--- config.mk ---
export PLATFORM = sky130hd
export DESIGN_NAME = alu8_core
export DESIGN_NICKNAME = d
export VERILOG_FILES = /design/src/rtl/alu8_pkg.sv /design/src/rtl/alu8_ctrl.sv /design/src/rtl/alu8_datapath.sv /design/src/rtl/alu8_core.sv
export SDC_FILE = /design/constraint.sdc
export NUM_CORES = 1
export LEC_CHECK = 0
export BUFFER_PORTS_ARGS = -buffer_cell sky130_fd_sc_hd__buf_2
export CORE_UTILIZATION = 29
export DETAILED_ROUTE_END_ITERATION = 7
export PLACE_DENSITY = 0.57
export SETUP_SLACK_MARGIN = 0.3
export SYNTH_ARGS = -nofsm -noshare
export SYNTH_HDL_FRONTEND = slang
export SYNTH_SLANG_ARGS = --single-unit
--- constraint.sdc ---
create_clock -name vclk -period 5
set_clock_uncertainty 0.15 [all_clocks]
set_input_delay 0 -clock vclk [all_inputs]
set_output_delay 0 -clock vclk [all_outputs]
set_load 0.02 [all_outputs]
--- src/rtl/alu8_pkg.sv ---
package alu8_pkg;
  localparam int FLAG_W = 6;
  localparam int FLG_C = 0;
  localparam int FLG_Z = 1;
  localparam int FLG_N = 2;
  localparam int FLG_V = 3;
  localparam int FLG_S = 4;
  localparam int FLG_H = 5;

  localparam logic [FLAG_W-1:0] MASK_ARITH = 6'b111111;
  localparam logic [FLAG_W-1:0] MASK_LOGIC = 6'b011110;
  localparam logic [FLAG_W-1:0] MASK_INV   = 6'b011111;
  localparam logic [FLAG_W-1:0] MASK_NONE  = 6'b000000;

  typedef enum logic [3:0] {
    OP_ADD = 4'd0, OP_ADC = 4'd1, OP_SUB = 4'd2, OP_SBC = 4'd3,
    OP_AND = 4'd4, OP_OR  = 4'd5, OP_XOR = 4'd6, OP_INV = 4'd7,
    OP_NEG = 4'd8, OP_INC = 4'd9, OP_DEC = 4'd10, OP_ONES = 4'd11
  } aluOp_e;

  typedef enum logic [1:0] { Y_B, Y_A, Y_ONE, Y_ZERO } ySel_e;
  typedef enum logic [1:0] { CK_ZERO, CK_ONE, CK_FLAG } carryKind_e;
  typedef enum logic [2:0] { LG_AND, LG_OR, LG_XOR, LG_NOT, LG_ONES, LG_ZERO } logicOp_e;

  typedef struct packed {
    logic              xZero;
    ySel_e             ySel;
    logic              subtract;
    carryKind_e        carryKind;
    logic              useLogic;
    logicOp_e          logicOp;
    logic              forceCarry;
    logic              clearOvf;
    logic [FLAG_W-1:0] mask;
  } aluCtrl_t;
endpackage

--- src/rtl/alu8_ctrl.sv ---
module alu8_ctrl
  import alu8_pkg::*;
(
  input  logic [3:0] opSel,
  output aluCtrl_t   ctrl
);
  always_comb begin
    ctrl            = '0;
    ctrl.ySel       = Y_B;
    ctrl.carryKind  = CK_ZERO;
    ctrl.logicOp    = LG_ZERO;
    ctrl.useLogic   = 1'b1;
    ctrl.mask       = MASK_NONE;
    case (opSel)
      OP_ADD: begin ctrl.useLogic = 1'b0; ctrl.mask = MASK_ARITH; end
      OP_ADC: begin ctrl.useLogic = 1'b0; ctrl.carryKind = CK_FLAG; ctrl.mask = MASK_ARITH; end
      OP_SUB: begin ctrl.useLogic = 1'b0; ctrl.subtract = 1'b1; ctrl.mask = MASK_ARITH; end
      OP_SBC: begin
        ctrl.useLogic = 1'b0; ctrl.subtract = 1'b1;
        ctrl.carryKind = CK_FLAG; ctrl.mask = MASK_ARITH;
      end
      OP_NEG: begin
        ctrl.useLogic = 1'b0; ctrl.subtract = 1'b1; ctrl.xZero = 1'b1;
        ctrl.ySel = Y_A; ctrl.mask = MASK_ARITH;
      end
      OP_INC: begin
        ctrl.useLogic = 1'b0; ctrl.ySel = Y_ZERO;
        ctrl.carryKind = CK_ONE; ctrl.mask = MASK_LOGIC;
      end
      OP_DEC: begin
        ctrl.useLogic = 1'b0; ctrl.subtract = 1'b1;
        ctrl.ySel = Y_ONE; ctrl.mask = MASK_LOGIC;
      end
      OP_AND: begin ctrl.logicOp = LG_AND; ctrl.clearOvf = 1'b1; ctrl.mask = MASK_LOGIC; end
      OP_OR:  begin ctrl.logicOp = LG_OR;  ctrl.clearOvf = 1'b1; ctrl.mask = MASK_LOGIC; end
      OP_XOR: begin ctrl.logicOp = LG_XOR; ctrl.clearOvf = 1'b1; ctrl.mask = MASK_LOGIC; end
      OP_INV: begin
        ctrl.logicOp = LG_NOT; ctrl.clearOvf = 1'b1;
        ctrl.forceCarry = 1'b1; ctrl.mask = MASK_INV;
      end
      OP_ONES: begin ctrl.logicOp = LG_ONES; end
      default: begin ctrl.logicOp = LG_ZERO; end
    endcase
  end
endmodule

--- src/rtl/alu8_datapath.sv ---
module alu8_datapath
  import alu8_pkg::*;
#(
  parameter int W = 8
) (
  input  aluCtrl_t          ctrl,
  input  logic [W-1:0]      opA,
  input  logic [W-1:0]      opB,
  input  logic              carryIn,
  output logic [W-1:0]      result,
  output logic [FLAG_W-1:0] flagsNext
);
  localparam int HALF = 4;
  localparam int MSB  = W - 1;

  logic [W-1:0]      xOp, yOp, yEff, logicRes;
  logic              cinRaw, cinEff;
  logic [W:0]        sum;
  logic [HALF:0]     nib;
  logic              carryF, halfF, ovfF, negF, zeroF;
  logic [FLAG_W-1:0] rawFlags;

  always_comb begin
    xOp = ctrl.xZero ? '0 : opA;
    case (ctrl.ySel)
      Y_A:     yOp = opA;
      Y_ONE:   yOp = {{(W-1){1'b0}}, 1'b1};
      Y_ZERO:  yOp = '0;
      default: yOp = opB;
    endcase
    yEff = ctrl.subtract ? ~yOp : yOp;
    case (ctrl.carryKind)
      CK_ONE:  cinRaw = 1'b1;
      CK_FLAG: cinRaw = carryIn;
      default: cinRaw = 1'b0;
    endcase
    cinEff = cinRaw ^ ctrl.subtract;
    sum = {1'b0, xOp} + {1'b0, yEff} + {{W{1'b0}}, cinEff};
    nib = {1'b0, xOp[HALF-1:0]} + {1'b0, yEff[HALF-1:0]} + {{HALF{1'b0}}, cinEff};
  end

  always_comb begin
    case (ctrl.logicOp)
      LG_AND:  logicRes = opA & opB;
      LG_OR:   logicRes = opA | opB;
      LG_XOR:  logicRes = opA ^ opB;
      LG_NOT:  logicRes = ~opA;
      LG_ONES: logicRes = '1;
      default: logicRes = '0;
    endcase
  end

  always_comb begin
    result = ctrl.useLogic ? logicRes : sum[W-1:0];
    carryF = ctrl.forceCarry | (sum[W] ^ ctrl.subtract);
    halfF  = nib[HALF] ^ ctrl.subtract;
    ovfF   = ~ctrl.clearOvf & (xOp[MSB] == yEff[MSB]) & (result[MSB] != xOp[MSB]);
    negF   = result[MSB];
    zeroF  = (result == '0);
    rawFlags        = '0;
    rawFlags[FLG_C] = carryF;
    rawFlags[FLG_Z] = zeroF;
    rawFlags[FLG_N] = negF;
    rawFlags[FLG_V] = ovfF;
    rawFlags[FLG_S] = negF ^ ovfF;
    rawFlags[FLG_H] = halfF;
    flagsNext = rawFlags & ctrl.mask;
  end
endmodule

--- src/rtl/alu8_core.sv ---
module alu8_core
  import alu8_pkg::*;
(
  input  logic [3:0] opSel,
  input  logic [7:0] opA,
  input  logic [7:0] opB,
  input  logic       carryIn,
  output logic [7:0] result,
  output logic [5:0] flagsNext,
  output logic [5:0] flagMask
);
  aluCtrl_t ctrlStrb;

  alu8_ctrl ctrl_i (
    .opSel (opSel),
    .ctrl  (ctrlStrb)
  );

  alu8_datapath #(.W(8)) dp_i (
    .ctrl      (ctrlStrb),
    .opA       (opA),
    .opB       (opB),
    .carryIn   (carryIn),
    .result    (result),
    .flagsNext (flagsNext)
  );

  assign flagMask = ctrlStrb.mask;
endmodule

Yosys cells after proc, flatten, opt, wreduce, memory -nomap -nowiden
Index checks and enable logic that the tools add are counted.
{"block": "word_totals", "output_inout_bits": 20, "word_cells": 63, "in_bits": 21, "ff_bits": 0}
{"block": "op_classes", "bitwise_logic": 14, "n_reduce_logical": 9, "muxes": 14, "add_sub_neg": 4, "eq_ne": 22}
{"cell": "$pmux W8 S5", "count": 1}
{"cell": "$mux W8", "count": 3}
{"cell": "$pmux W8 S3", "count": 1}
{"cell": "$pmux W6 S3", "count": 1}
{"cell": "$eq A4 B3 Y1 const B", "count": 4}
{"cell": "$eq A4 B4 Y1 const B", "count": 4}
{"cell": "$not A8 Y8", "count": 2}
{"cell": "$pmux W3 S5", "count": 1}
{"cell": "$reduce_or A5 Y1", "count": 2}
{"cell": "$add A8 B8 Y9", "count": 1}
{"cell": "$add A9 B1 Y9", "count": 1}
{"cell": "$and A8 B8 Y8", "count": 1}
{"cell": "$eq A4 B2 Y1 const B", "count": 2}
{"cell": "$logic_not A8 Y1", "count": 1}
{"cell": "$or A8 B8 Y8", "count": 1}
{"cell": "$reduce_or A4 Y1", "count": 2}
{"cell": "$xor A8 B8 Y8", "count": 1}
{"cell": "$reduce_or A7 Y1", "count": 1}
{"cell": "$and A6 B6 Y6", "count": 1}
{"cell": "$eq A2 B2 Y1 const B", "count": 3}
{"cell": "$eq A3 B2 Y1 const B", "count": 2}
{"cell": "$pmux W2 S3", "count": 1}
{"cell": "$add A4 B4 Y5", "count": 1}
{"cell": "$add A5 B1 Y5", "count": 1}
{"cell": "other kinds (16)", "count": 24}

Depth between registers and ports, before layout
Gate-level depths: netlist of the first run.
{"block": "depth", "word_depth": 13, "ltp_mapped": 18}

Modules after synthesis
From an unflattened synthesis of the first run, not the netlist that was laid out.
{"block": "hier_totals", "hier_cells": 227, "area_unflattened_um2": 1620.3}
{"module": "alu8_datapath", "area_each_um2": 1422.6, "cells_each": 198, "instances": 1}
{"module": "alu8_ctrl", "area_each_um2": 197.7, "cells_each": 29, "instances": 1}

Worst setup path after synthesis of the first run
No wires, ideal clock.
{"block": "synth_timing", "kind": "input port to output port", "start": "input port opSel[2]", "end": "output port flagsNext[1]", "stages": 17, "path_slack_ps": 610, "t_arrival_ps": 4240, "path_buffers": 4, "cell_sequence": "buf_2 > clkbuf_1 > buf_1 > clkbuf_1 > nor3_1 > ha_1 > a21oi_1 > nor2_1 > xnor2_1 > fa_1 > fa_1 > xor2_1 > a21oi_1 > a311o_1 > or4_1 > or3_1 > nor4_2"}
{"block": "synth_between", "elab_chain_cells": 11, "elab_cells_between_ends": 45, "classes_between": "add/sub (2); eq/ne (20); mux (12); bitwise (3); reduce/logical (8)"}
{"item": "start, declared", "line": "alu8_core.sv:4", "text": "input logic [3:0] opSel,"}
{"item": "$eq A4 B4 Y1", "line": "alu8_ctrl.sv:14", "text": "case (opSel)"}
{"item": "$pmux W2 S3", "line": "alu8_ctrl.sv:14"}
{"item": "$eq A2 B2 Y1 / $eq A2 B1 Y1 (equally long branches)", "line": "alu8_datapath.sv:25", "text": "case (ctrl.ySel)"}
{"item": "$pmux W8 S3", "line": "alu8_datapath.sv:25"}
{"item": "$not A8 Y8", "line": "alu8_datapath.sv:31", "text": "yEff = ctrl.subtract ? ~yOp : yOp;"}
{"item": "$mux W8", "line": "alu8_datapath.sv:31"}
{"item": "$add A8 B8 Y9", "line": "alu8_datapath.sv:38", "text": "sum = {1'b0, xOp} + {1'b0, yEff} + {{W{1'b0}}, cinEff};"}
{"item": "$add A9 B1 Y9", "line": "alu8_datapath.sv:38"}
{"item": "$mux W8 (*)", "line": "alu8_datapath.sv:54", "text": "result = ctrl.useLogic ? logicRes : sum[W-1:0];"}
{"item": "via result[2]", "line": "alu8_core.sv:8", "text": "output logic [7:0] result,"}
{"item": "$logic_not A8 Y1 (*)", "line": "alu8_datapath.sv:59", "text": "zeroF = (result == '0);"}
{"item": "$and A6 B6 Y6 (*)", "line": "alu8_datapath.sv:67", "text": "flagsNext = rawFlags & ctrl.mask;"}
{"item": "end, declared", "line": "alu8_core.sv:9", "text": "output logic [5:0] flagsNext,"}
The timed path passes the listed nets; every way through them passes the cells marked *.

Worst setup path in the final report of the first run
{"block": "layout_timing", "start": "input port opSel[3]", "end": "output port flagsNext[1]"}
{"block": "layout_between", "elab_chain_cells": 11, "elab_cells_between_ends": 45, "classes_between": "add/sub (2); eq/ne (20); mux (12); bitwise (3); reduce/logical (8)"}
{"item": "$eq A4 B4 Y1", "line": "alu8_ctrl.sv:14"}
{"item": "$pmux W2 S3", "line": "alu8_ctrl.sv:14"}
{"item": "$eq A2 B2 Y1 / $eq A2 B1 Y1 (equally long branches)", "line": "alu8_datapath.sv:25"}
{"item": "$pmux W8 S3", "line": "alu8_datapath.sv:25"}
{"item": "$not A8 Y8", "line": "alu8_datapath.sv:31"}
{"item": "$mux W8", "line": "alu8_datapath.sv:31"}
{"item": "$add A8 B8 Y9", "line": "alu8_datapath.sv:38"}
{"item": "$add A9 B1 Y9", "line": "alu8_datapath.sv:38"}
{"item": "$mux W8", "line": "alu8_datapath.sv:54"}
{"item": "$logic_not A8 Y1", "line": "alu8_datapath.sv:59"}
{"item": "$and A6 B6 Y6 (*)", "line": "alu8_datapath.sv:67"}
Every way passes the cells marked *; elsewhere a longest branch is shown, timed or not.

==> results of run 1 <==
## cell families (layout without fill, tap and decap cells)
group                      count (synthesis)  in the layout  synth area share
xor gates and xnor gates                   4              4            0.0216
AOI/OAI and AO/OA                         78             78             0.325
adders and majority gates                 27             27             0.217
buffers and inverters                     50             72             0.132
and+or+nand+nor                           78             78             0.229
muxes                                      9              9            0.0747
## area by class of cell
cell class | count | area (µm²)
repair buffers | 43 | 220
inverters | 29 | 111
well taps | 70 | 87.6
multi-input cells | 196 | 1410
fillers | 587 | 3410
## synth_stat cells, drive strengths merged (3+ instances only)
cell and count:
o21ai 18, o22ai 4, inv 29, clkbuf 11, a21oi 13, a221oi 6, nand2 10, ha 25
nor2 36, a31oi 4, nand3 6, o211ai 3, nor2b 6, a22oi 4, nor3 5, buf 10
mux2i 5, and2 3, a211oi 3
## layer usage
layer | vias up | GRT usage | wire length [µm]
li1 | 940 | - | -
met1 | 830 | 0.230 | 2360
met2 | 45 | 0.270 | 2160
met3 | 2 | 0.00952 | 225
met4 | 0 | 0.00962 | 21
met5 | - | 0 | 0
## where the power goes
part / internal [W] / switching (W) / total (W)
sequential: 0 / 0 / 0
combinational: 0.0000945 / 0.000148 / 0.000243
clock: 0 / 0 / 0
total: 0.0000945 / 0.000148 / 0.000243
## layout by cell type (no fill, tap or decap), types with 2 or more instances in the layout
cell	count
a211oi_1	3
o22ai_1	4
xor2_1	2
ha_1	25
inv_1	28
a31oi_1	4
fa_1	2
or4_1	2
a21oi_1	13
nand3_1	6
o221ai_1	2
a221oi_1	6
a2111oi_0	2
a21o_1	2
mux4_2	2
buf_2	41
o21a_1	2
o211ai_1	3
nand2_1	10
xnor2_1	2
a22oi_1	4
or3_1	2
nor3_1	5
and3_1	2
o21ai_0	18
mux2i_1	5
buf_4	2
nor2b_1	6
nor2_1	36
o21bai_1	2
and2_1	3
o31a_1	2
## per-stage QoR
stage | setup WS (ns) | std cells | total power (W) | hold slack (ns)
finish | 0.825 | 338 | 0.000243 | 0.422
global route | 0.574 | 338 | 0.000268 | 0.459
floorplan | 0.610 | 246 | 0.000179 | 0.123
detailed placement | 0.854 | 338 | 0.000241 | 0.417
CTS | 0.834 | 338 | 0.000243 | 0.419
global placement | 0.931 | 338 | 0.000240 | 0.410
## worst max-delay path by stage
stage / endpoint / cells after the start
after detailed placement: flagsNext[1] / 16
after floorplan: flagsNext[1] / 17
after global placement: flagsNext[1] / 16
after global routing: flagsNext[3] / 13
final: flagsNext[1] / 16
after CTS: flagsNext[1] / 16
==> metrics.csv, run 1 <==
stage;metric;value;unit
pwr;vdd.ir_drop.worst;45.1;µV
layout;syn2layout_area_growth;12.5;%
setup_path;critical_path.top_delay_family;simple AND/OR/NAND/NOR gates;
placed_design;dpl_cell_area;1830;µm²
route;drtAntennaViolNets;0;
setup_path;cp_max_fo;36;
setup_path;start_kind;primary input;
worst_hold_path;holdPathStages;5;
route;initialDrtViolationCount;122;
sta;hold_viol;0;
job;drv_cap;0;
setup_path;crit_arrival;4.02;ns
setup_path;cp_cell_sequence;buf_2 -> nor2b_1 -> nand3b_1 -> ha_1 -> a21oi_1 -> nor2_1 -> xnor2_1 -> fa_1 -> fa_1 -> xor2_1 -> a21oi_1 -> a311o_1 -> or4_1 -> or3_1 -> nor4_2 -> buf_2;
sta;max_slew_margin;0.464;
yosys;syn_avg_cell_area;6.61;µm²
yosys;yosys.area.top_type;ha_1;
floorplan;die_h;76.9;µm
floorplan;core_area;5240;µm²
yosys;synthTopCellsByArea;ha_1 19%, nor2_1 8.3%, inv_1 6.5%;
pwr;cellPowerDensity;133;nW/µm²
yosys;syn_area;1630;µm²
outcome;status;complete, no violations;
route;vias_per_cell;5.38;
setup_path;required;4.85;ns
layout;fin_area;1830;µm²
setup_path;cpPeakStageDelay;0.51;ns
sta;rsz0062_at_grt;no;
layout;antenna_cells;0;
route;vias;1817;
sta;fin_tns_setup;0;ns
placed_design;dp_hpwl;3570;µm
layout;drive_gt1_frac;0.190;
yosys;yosys.area.top_type_share;0.192;
layout;regArea;0;µm²
sta;fin_crit_sh;0.835;
sta;setup_viol;0;
yosys;synth.net_count;294;
global_route;antenna_found_initial;0;
cts;hold_buffers;0;
cts;cts_setup_buffers;0;
worst_hold_path;min_to;flagsNext[3];
floorplan;ios;41;
floorplan;rows;26;
setup_path;crit_type;in -> out;
layout;utilization;0.349;
setup_path;end_kind;output port;
floorplan;die_w;76.9;µm
global_route;grtUsageTotal;0.160;
layout;num-clock-buffers;0;
setup_path;startpoint;opSel[3];
pwr;p_leak;0.883;nW
layout;nets;318;
cts;cts-resized-gates;0;
route;routed_wl;4760;µm
sta;min_period;4.17;ns
global_route;grt_pass1_wl;8000;µm
route;post-route-drc-count;0;
route;wl_per_cell;14.1;µm
layout;n_sequential_cell;0;
yosys;syn_inst;246;
sta;fmax;240;MHz
floorplan;start_util;0.310;
yosys;seq_area_frac_synth;0;
placed_design;gp_congestion;0.805;
route;drt_first_pass_iters;4;
setup_path;crit_buf_inv;2;
global_route;grt_max_degree;37;
yosys;yosysUniqueCellTypes;55;
worst_hold_path;hp-start;opA[7];
floorplan;die_area;5910;µm²
global_route;grt_overflow;0;
setup_path;critPathSlowestCell;or4_1;
sta;worst_pin_slew;0.802;ns
sta;maxSlewViolCount;0;
placed_design;io_buffers;41;
yosys;yosys_warnings;0;
global_route;first_global_vias;1620;
worst_hold_path;hold_class;in -> out;
Note: power is estimated with default switching activity, not from simulation.
==> inputs of run 2 (changes only) <==
clock period = 4.1 ns   (was 5 ns; I/O delays follow)
==> metrics.csv, run 2 (synthesized netlist as in run 1, its figures left out) <==
stage;metric;value;unit;change
worst_hold_path;hold_class;in -> out;;
sta;max_slew_margin;0.453;;-0.0109
layout;layout_commonest_cell;buf_2;;
global_route;grt_max_degree;35;;-5.4%
sta;worst_pin_slew;0.818;ns;+0.0163 ns
route;drtAntennaViolNets;0;;unchanged
floorplan;die_w;76.9;µm;unchanged
sta;maxSlewViolCount;0;;unchanged
setup_path;start_kind;primary input;;
layout;utilization;0.384;;+0.0351
setup_path;required;3.95;ns;-0.90 ns
pwr;cellPowerDensity;160;nW/µm²;+21%
sta;hold_viol;0;;unchanged
floorplan;die_area;5910;µm²;unchanged
route;drt_first_pass_iters;4;;unchanged
sta;setup_viol;0;;unchanged
pwr;power;0.000323;W;+33%
global_route;first_global_vias;1726;;+6.5%
global_route;antenna_found_initial;0;;unchanged
placed_design;dp_hpwl;3860;µm;+8.1%
layout;drive_gt1_frac;0.264;;+0.0740
global_route;grtUsageMet1;0.237;;+0.00692
sta;fin_tns_setup;0;ns;unchanged
floorplan;core_area;5240;µm²;unchanged
route;post-route-drc-count;0;;unchanged
layout;n_sequential_cell;0;;unchanged
pwr;p_leak;0.963;nW;+9.0%
route;vias;1891;;+4.1%
global_route;grt_pass1_wl;8450;µm;+5.7%
floorplan;rows;26;;unchanged
sta;whs;0.300;ns;-0.122 ns
layout;antenna_cells;0;;unchanged
sta;fmax;274;MHz;
floorplan;ios;41;;unchanged
sta;min_period;3.65;ns;
layout;nets;330;;+3.8%
route;routed_wl;5140;µm;+7.9%
placed_design;io_buffers;41;;unchanged
sta;rsz0062_at_grt;no;;
floorplan;die_h;76.9;µm;unchanged
route;vias_per_cell;5.40;;+0.50%
job;drv_cap;0;;unchanged
global_route;grtUsageTotal;0.171;;+0.0110
global_route;use_met3;0.00952;;unchanged
sta;fin_crit_sh;0.890;;
setup_path;crit_arrival;3.50;ns;-0.52 ns
placed_design;pre_cts_ws;0.340;ns;-0.514 ns
pwr;vdd.ir_drop.worst;72.4;µV;+60%
layout;layout_common_cells;36 x buf_2, 35 x nor2_1, 28 x inv_1, 23 x ha_1, 17 x o21ai_0;;
sta;setup_ws;0.450;ns;-0.375 ns
global_route;use_met2;0.298;;+0.0286
setup_path;end_kind;output port;;
setup_path;crit_type;in -> out;;
layout;regArea;0;µm²;unchanged
route;wl_per_cell;14.7;µm;+4.2%
setup_path;cp_max_fo;6;;-83%
layout;num-clock-buffers;0;;unchanged
global_route;busiest_layer;met2;;
placed_design;gp_congestion;0.848;;+5.3%
layout;fillers;584;;-0.51%
layout;syn2layout_area_growth;23.9;%;
floorplan;start_util;0.310;;unchanged
outcome;status;complete, no violations;;
global_route;grt_overflow;0;;unchanged
route;initialDrtViolationCount;129;;+5.7%
layout;multi_input_area;1470;µm²;+4.4%
[run 2: final timing paths]
check | from | to | slack, ns | cells past startpoint
worst min-delay path | opSel[1] | flagMask[0] | 0.30 | 4
worst max-delay path | opSel[3] | flagsNext[1] | 0.45 | 16
[run 2: area by class of cell]
type,instances,area share
Multi-Input combinational cell,196,0.732
Tap cell,70,0.0435
Inverter,29,0.0553
Timing Repair Buffer,55,0.170
[run 2: report_power, final]
part           internal [W]  switching (W)  total, W
clock                     0              0         0
sequential                0              0         0
combinational      0.000132       0.000191  0.000323
[run 2: per-layer routing]
metal	wire length, µm	part of all wire	vias up
met5	0	0	-
met4	0	0	0
li1	-	-	953
met3	245	0.048	0
met1	2420	0.47	893
met2	2470	0.48	45
[run 2: repair_timing]
| action | 4_1_cts | 5_1_grt |
|---|---|---|
| gates resized for setup | 0 | 23 |
| hold buffers | 0 | 0 |
| setup buffers | 0 | 1 |
| endpoints found under the setup margin | 0 | 1 |
[run 2: per-stage QoR]
stage | instances | cell area, µm²
2_1_floorplan | 246 | 1670
3_3_place_gp | 349 | 1940
4_1_cts | 349 | 1940
3_5_place_dp | 349 | 1940
6_report | 350 | 2010
5_1_grt | 350 | 2010
[run 2: worst max-delay path, stage by stage]
cell	delay, ns
buf_8	0.09
nor2b_4	0.14
nand3b_1	0.11
ha_2	0.20
a21oi_2	0.13
nor2_1	0.06
xnor2_1	0.14
fa_2	0.39
fa_2	0.55
nor2_1	0.05
a41oi_2	0.18
o221ai_2	0.13
or4_1	0.51
or3_4	0.42
nor4_4	0.21
buf_4	0.18
